**src/rtl/plim_pkg.sv**
```systemverilog
package plim_pkg;

  // clamp format codes
  localparam logic [2:0] FMT_SIX   = 3'd0;
  localparam logic [2:0] FMT_LIM8  = 3'd1;
  localparam logic [2:0] FMT_LIM10 = 3'd2;
  localparam logic [2:0] FMT_LIM12 = 3'd3;
  localparam logic [2:0] FMT_PROG  = 3'd7;

  // video limited-range bounds at 8 bits
  localparam int LIM8_LO = 16;
  localparam int LIM8_HI = 235;

  // lower bound for a given depth, MSB-aligned into cw bits
  function automatic int lim_lo(input int depth, input int cw);
    return (LIM8_LO << (depth - 8)) << (cw - depth);
  endfunction

  // upper bound: 235 at 8 bits scales to 940 at 10 bits, 3760 at 12 bits
  function automatic int lim_hi(input int depth, input int cw);
    return (LIM8_HI << (depth - 8)) << (cw - depth);
  endfunction

  // limit a value to [lo, hi]; lower check first
  function automatic logic [31:0] limit(input logic [31:0] x,
                                        input logic [31:0] lo,
                                        input logic [31:0] hi);
    if (x < lo) return lo;
    if (x > hi) return hi;
    return x;
  endfunction

endpackage

```
**src/rtl/plim_mode_dec.sv**
```systemverilog
module plim_mode_dec #(
  parameter int CW = 12
) (
  input  logic          clamp_en,
  input  logic [2:0]    clamp_fmt,
  output logic          bypass,
  output logic          use_prog,
  output logic [CW-1:0] fix_lo,
  output logic [CW-1:0] fix_hi
);
  import plim_pkg::*;

  localparam logic [CW-1:0] LO8  = CW'(lim_lo(8, CW));
  localparam logic [CW-1:0] HI8  = CW'(lim_hi(8, CW));
  localparam logic [CW-1:0] LO10 = CW'(lim_lo(10, CW));
  localparam logic [CW-1:0] HI10 = CW'(lim_hi(10, CW));
  localparam logic [CW-1:0] LO12 = CW'(lim_lo(12, CW));
  localparam logic [CW-1:0] HI12 = CW'(lim_hi(12, CW));

  always_comb begin
    bypass   = 1'b1;
    use_prog = 1'b0;
    fix_lo   = '0;
    fix_hi   = '1;
    if (clamp_en) begin
      case (clamp_fmt)
        FMT_LIM8:  begin bypass = 1'b0; fix_lo = LO8;  fix_hi = HI8;  end
        FMT_LIM10: begin bypass = 1'b0; fix_lo = LO10; fix_hi = HI10; end
        FMT_LIM12: begin bypass = 1'b0; fix_lo = LO12; fix_hi = HI12; end
        FMT_PROG:  begin bypass = 1'b0; use_prog = 1'b1; end
        default:   bypass = 1'b1;
      endcase
    end
  end

endmodule

```
**src/rtl/plim_lane.sv**
```systemverilog
module plim_lane #(
  parameter int CW = 12
) (
  input  logic [CW-1:0] x,
  input  logic          bypass,
  input  logic          use_prog,
  input  logic [CW-1:0] fix_lo,
  input  logic [CW-1:0] fix_hi,
  input  logic [CW-1:0] prog_lo,
  input  logic [CW-1:0] prog_hi,
  output logic [CW-1:0] y
);
  import plim_pkg::*;

  logic [CW-1:0] lo, hi, lim;
  logic          below, above;

  assign lo    = use_prog ? prog_lo : fix_lo;
  assign hi    = use_prog ? prog_hi : fix_hi;
  assign below = x < lo;
  assign above = x > hi;
  assign lim   = CW'(limit(32'(x), 32'(lo), 32'(hi)));
  assign y     = bypass ? x : lim;

  always_comb begin
    if (!bypass && lo <= hi) begin

      in_bounds_chk: assert (y >= lo && y <= hi);

      keep_inside_chk: assert (below || above || y == x);
    end
  end

endmodule

```
**src/rtl/pix_range_limiter.sv**
```systemverilog
module pix_range_limiter #(
  parameter int CW    = 12,
  parameter int NCOMP = 3,
  localparam int PW   = CW * NCOMP
) (
  input  logic          clk,
  input  logic          rst_n,
  input  logic          in_valid,
  input  logic [PW-1:0] in_pix,
  input  logic          clamp_en,
  input  logic [2:0]    clamp_fmt,
  input  logic [PW-1:0] prog_lo,
  input  logic [PW-1:0] prog_hi,
  output logic          out_valid,
  output logic [PW-1:0] out_pix
);

  logic          bypass, use_prog;
  logic [CW-1:0] fix_lo, fix_hi;
  logic [PW-1:0] lim_pix;

  plim_mode_dec #(.CW(CW)) u_dec (
    .clamp_en (clamp_en),
    .clamp_fmt(clamp_fmt),
    .bypass   (bypass),
    .use_prog (use_prog),
    .fix_lo   (fix_lo),
    .fix_hi   (fix_hi)
  );

  for (genvar k = 0; k < NCOMP; k++) begin : g_lane
    plim_lane #(.CW(CW)) u_lane (
      .x       (in_pix[k*CW +: CW]),
      .bypass  (bypass),
      .use_prog(use_prog),
      .fix_lo  (fix_lo),
      .fix_hi  (fix_hi),
      .prog_lo (prog_lo[k*CW +: CW]),
      .prog_hi (prog_hi[k*CW +: CW]),
      .y       (lim_pix[k*CW +: CW])
    );
  end

  always_ff @(posedge clk) begin
    if (!rst_n) begin
      out_valid <= 1'b0;
      out_pix   <= '0;
    end else begin
      out_valid <= in_valid;
      if (in_valid) out_pix <= lim_pix;
    end
  end

  // one clean edge since reset, so $past refers to post-reset samples
  logic past_ok;
  always_ff @(posedge clk) begin
    if (!rst_n) past_ok <= 1'b0;
    else        past_ok <= 1'b1;
  end


  valid_follow_chk: assert property (@(posedge clk) disable iff (!rst_n)
    past_ok |-> out_valid == $past(in_valid));


  hold_chk: assert property (@(posedge clk) disable iff (!rst_n)
    past_ok && !$past(in_valid) |-> $stable(out_pix));


  pass_chk: assert property (@(posedge clk) disable iff (!rst_n)
    past_ok && $past(in_valid) && $past(bypass) |-> out_pix == $past(in_pix));


  reset_chk: assert property (@(posedge clk)
    $past(!rst_n) |-> !out_valid && out_pix == '0);

endmodule

```
**config.mk**
```make
export PLATFORM = sky130hd
export DESIGN_NAME = pix_range_limiter
export DESIGN_NICKNAME = d
export VERILOG_FILES = /design/src/rtl/plim_pkg.sv /design/src/rtl/plim_mode_dec.sv /design/src/rtl/plim_lane.sv /design/src/rtl/pix_range_limiter.sv
export SDC_FILE = /design/constraint.sdc
export NUM_CORES = 1
export LEC_CHECK = 0
export BUFFER_PORTS_ARGS = -buffer_cell sky130_fd_sc_hd__buf_4
export CORE_MARGIN = 1
export CORE_UTILIZATION = 35
export CTS_CLUSTER_DIAMETER = 100
export CTS_CLUSTER_SIZE = 10
export DETAILED_ROUTE_END_ITERATION = 10
export GPL_ROUTABILITY_DRIVEN = 0
export GPL_TIMING_DRIVEN = 0
export HOLD_SLACK_MARGIN = 0.08
export SKIP_CTS_REPAIR_TIMING = 1
export SLEW_MARGIN = 20
export SYNTH_ARGS = -nofsm -noshare
export SYNTH_HDL_FRONTEND = slang
export SYNTH_SLANG_ARGS = --single-unit
export TNS_END_PERCENT = 100
```
**constraint.sdc**
```tcl
create_clock -name clk -period 4.8 [get_ports clk]
set_clock_uncertainty 0.15 [all_clocks]
set_input_delay 0.24 -clock clk [delete_from_list [all_inputs] [get_ports clk]]
set_output_delay 0.24 -clock clk [all_outputs]
set_load 0.005 [all_outputs]
```
Word level (Yosys, flattened, before mapping):

Cells that the tools add are included.

* $lt $le $gt $ge: 6
* eq/ne operators: 4
* mux-type cells: 38
* reductions and logical operators: 2

Operator list (number)
* 12-bit 2-to-1 mux: 23
* 12-bit greater-than comparator: 3
* 12-bit < comparator: 3
* 9-bit 2-to-1 mux: 2
* 1-bit 2-to-1 mux: 13
* 3-bit by 2-bit equality test with 1-bit output, second input constant: 2
* 4-bit OR reduction: 1
* 3-bit by 1-bit equality test with 1-bit output, second input constant: 1
* 3-bit equality test, second input constant: 1
* 3-bit OR reduction: 1

* register bits after elaboration: 37
* bits of input ports: 115
* output and inout port bits: 37
* logic and storage cells: 52

Logic depth before layout (Yosys ltp):

* depth in word-level cells: 11
* mapped depth: 16
* gate-level depth less buffers: 10

Hierarchy:

From an unflattened synthesis, not the netlist that was laid out.

* cells, all modules: 587
* area, all modules: 5539.1 µm²

By module, submodules not included
* plim_lane (g_lane[1].u_lane ...): times used 2, cells an instance 146, area each 1295.0 µm², seq. area each 0.0 µm²
* pix_range_limiter: times used 1, cells an instance 117, area each 1415.1 µm², seq. area each 740.7 µm²
* plim_lane (g_lane[0].u_lane): times used 1, cells an instance 147, area each 1308.8 µm², seq. area each 0.0 µm²
* plim_mode_dec: times used 1, cells an instance 31, area each 225.2 µm², seq. area each 0.0 µm²

Worst setup path after synthesis:

OpenSTA, ideal clock, no wires.

* path type: in2reg
* start: in clamp_en
* end: reg out_pix[28]
* library setup time: 75 ps
* arrival: 3187 ps
* data required time: 4575 ps
* path slack: 1388 ps
* cell stages on the path: 14
* path buffers: 5
* path through: and4_4 -> buf_6 -> buf_2 -> buf_1 -> buf_2 -> buf_2 -> nand2_1 -> ha_1 -> and4_1 -> a2111oi_2 -> o31ai_2 -> nor3_2 -> a221oi_1 -> o22ai_1

* word-level cells in the longest chain between the ends: 8
* elaborated cells on any way between the ends: 16
* classes of those cells: order compare (2); mux (14)

RTL lines
* from (decl): line pix_range_limiter.sv:10 `input logic clamp_en,`
* 12-bit 2-to-1 mux / 1-bit 2-to-1 mux (equally long branches): line plim_mode_dec.sv:25 `if (clamp_en) begin`
* 12-bit 2-to-1 mux: line plim_lane.sv:19 `assign hi = use_prog ? prog_hi : fix_hi;`
* 12-bit greater-than comparator: line plim_pkg.sv:29 `if (x > hi) return hi;`
* 1-bit 2-to-1 mux (2 in a row): line plim_pkg.sv:29
* 12-bit 2-to-1 mux: line plim_pkg.sv:30 `return x;`
* 12-bit 2-to-1 mux: line plim_pkg.sv:29
* 12-bit 2-to-1 mux (*): line plim_lane.sv:23 `assign y = bypass ? x : lim;`
* to (signal assigned): line pix_range_limiter.sv:50 `if (in_valid) out_pix <= lim_pix;`
* to (decl): line pix_range_limiter.sv:15 `output logic [PW-1:0] out_pix`

Mark *: on every way between the ends. The rest lies on a longest branch, timed or not. The select of a mux whose other input is x is not followed.
A chain may end at the register's enable or synchronous reset.

Worst setup path after layout:

* start: in clamp_en
* end: reg out_pix[11]

Same word-level chain as after synthesis.

==> flow_summary.yaml <==
die:
  die_area_um2: 13300
  initial_core_util: 0.357
  rows: 41
  dieHeight_um: 115
  pin_count: 152
  dieWidth_um: 115
  core_area_um2: 12600
synthesis:
  yosys_warnings: 0
  syn_avg_cell_area_um2: 7.73
  yosys_register_bits: 37
  synthesis.area_um2: 4490
  syn_inst: 581
  ys.flop_type: "dfxtp_1"
  synthDistinctLibCells: 61
  synth_edf_count: 0
  synthArstFlopShare: 0
  synth-seq-area-share: 0.165
  synthesis.nets: 765
setup_path:
  max_stage_delay_ps: 740
  crit_path_frequent_cell: "buf_2"
  cp_cell_sequence: "buf_4 -> and4_4 -> buf_6 -> buf_2 -> buf_1 -> buf_2 -> buf_2 -> nand2_1 -> ha_1 -> and4_1 -> a2111oi_2 -> o31ai_2 -> nor3_2 -> nand3b_1 -> o311ai_2"
  crit_type: "primary input to flop"
  required_ps: 4850
  critPathArrivalTime_ps: 4450
  endpoint_kind: "flop"
  cp-start-kind: "primary input"
  critPathMaxFanout: 10
  cp_slowest_cell: "nor3_2"
timing:
  period_needed_ps: 4410
  worstMarginPinSlew_ps: 887
  finalSetupViolCount: 0
  fin_crit_sh: 0.918
  tns_ps: 0
  rsz0062_at_grt: "no"
  slew_headroom: 0.408
  max_freq_ghz: 0.227
  drv_slew: 0
  hold_violations: 0
routing:
  drt-initial-drc-count: 295
  avgViaCountPerCell: 5.82
  drtAntennaViolNets: 0
  wire_per_inst_um: 19.1
  vias: 5315
  routed_wl_um: 17400
  drc: 0
  first_pass_iters: 5
clock_network:
  numCtsBuffers: 5
  cts_tree: "done"
  root_buffer: "clkbuf_16"
  clkLatencyLatePin_ps: 290
  clk_pin_slew_ps: 60
  clock-sinks: 37
  htreeDepth: 2
  cts_buffer_depth: 2
grt:
  antenna_found_initial: 0
  grt_pass1_wl_um: 26800
  groute.usage.overall: 0.263
  first_global_vias: 5319
  grt_start_max_net_pins: 12
  overflow: 0
power:
  total_power_uw: 1120
  cellPowerDensity_nw_per_um2: 187
  p_leak_uw: 0.00256
  peakVddDrop_mv: 0.120
status:
  status: "finished, final reports clean"
hold_path:
  min_path_type: "primary input to flop"
final_layout:
  multi_input_area_um2: 3550
  nNetsFinal: 925
  area_delta_synth_final_pct: 33.6
  nFillCells: 1268
  ff_latch_area_um2: 741
  layout_common_cells: "buf_4, nand2_1, ha_1"
  final_common_cell: "buf_4"
  drive_gt1_frac: 0.260
  antenna_cells: 0
run:
  drv_cap: 0
placed_design:
  dp_hpwl_um: 13700
  io_buffers: 150
==> cell families (layout without fill, tap and decap cells) <==
kind of cell               Yosys count  after routing  synth area share
AOI/OAI and AO/OA                  215            215             0.347
and+or+nand+nor                    198            198             0.212
adders and majority gates           69             69             0.192
buffers and inverters               49            210            0.0451
DFF                                 37             37             0.165
muxes                               13             13            0.0384
==> Yosys cell counts, types with 3 or more instances <==
master | number | area (um^2)
a211oi_1 | 10 | 75.1
a21boi_0 | 3 | 22.5
a21o_1 | 10 | 75.1
a21oi_1 | 53 | 265
a221oi_1 | 10 | 87.6
a311oi_1 | 5 | 43.8
a31oi_1 | 7 | 43.8
and2_1 | 4 | 25.0
and4_1 | 3 | 26.3
buf_2 | 6 | 30.0
clkbuf_1 | 26 | 97.6
dfxtp_1 | 37 | 741
ha_1 | 69 | 863
inv_1 | 14 | 52.6
mux2_4 | 8 | 120
mux2i_1 | 3 | 30.0
nand2_1 | 73 | 274
nand2b_1 | 3 | 18.8
nand3_1 | 10 | 50.1
nand3b_1 | 10 | 75.1
nand4_1 | 12 | 75.1
nor2_1 | 47 | 176
nor2b_1 | 10 | 62.6
nor3_1 | 10 | 50.1
nor3_2 | 3 | 30.0
o211ai_1 | 11 | 82.6
o21a_1 | 4 | 30.0
o21ai_0 | 28 | 140
o221ai_1 | 10 | 87.6
o22ai_1 | 14 | 87.6
o2bb2ai_1 | 4 | 35.0
o311ai_0 | 6 | 52.6
o311ai_1 | 10 | 87.6
o31a_1 | 4 | 35.0
o41ai_1 | 6 | 52.6
or3_1 | 7 | 43.8
==> where the power goes <==
part           switching (uW)  internal, uW  total (uW)
Combinational             223           203         427
Sequential               16.2           333         349
Clock                     153           192         345
Total                     393           728        1120
==> metal layers <==
metal  global-route usage  share of wire  routed length (um)
met3               0.0538          0.076                1330
met4               0.0978          0.024                 417
met5                    0              0                   0
met2                0.427           0.46                8090
met1                0.341           0.44                7590
==> state kept, by name, indices dropped and copies added, names as in the netlist <==
signal,count
out_pix,36
out_valid,1
==> path summary, 6_finish.rpt <==
check	startpoint	endpoint	slack [ps]	cells past startpoint
worst min-delay path	prog_lo[7]	out_pix[7]	70	3
worst min register to register	out_pix[26]	out_pix[26]	390	2
worst max-delay path	clamp_en	out_pix[11]	390	15
worst max register to register	out_pix[11]	out_pix[11]	3640	3
==> final cells by class <==
type	instances	area share
Multi-Input combinational cell	495	0.591
Inverter	14	0.00875
Sequential cell	37	0.123
Clock buffer	6	0.0215
Timing Repair Buffer	153	0.193
Clock inverter	2	0.00167
Tap cell	172	0.0358
Buffer	35	0.0250
==> worst max-delay path: cells and delay by family <==
kind,cells,cell delay [ps]
buffers and inverters,6,1700
AND/OR/NAND/NOR,5,1440
AO/OA/AOI/OAI,3,740
adder cells (fa/ha/maj),1,320
==> through the flow <==
stage | cells | setup slack, ps | area [um^2] | hold slack [ps] | utilization
3_5_place_dp | 903 | 178 | 5830 | 367 | 0.464
3_3_place_gp | 903 | 135 | 5830 | 361 | 0.464
5_1_grt | 914 | 243 | 6000 | 92.8 | 0.478
6_report | 914 | 394 | 6000 | 71.5 | 0.478
4_1_cts | 911 | 470 | 5970 | 59.0 | 0.475
2_1_floorplan | 581 | 1390 | 4490 | 249 | -
Power figures use the tool's default switching activity.
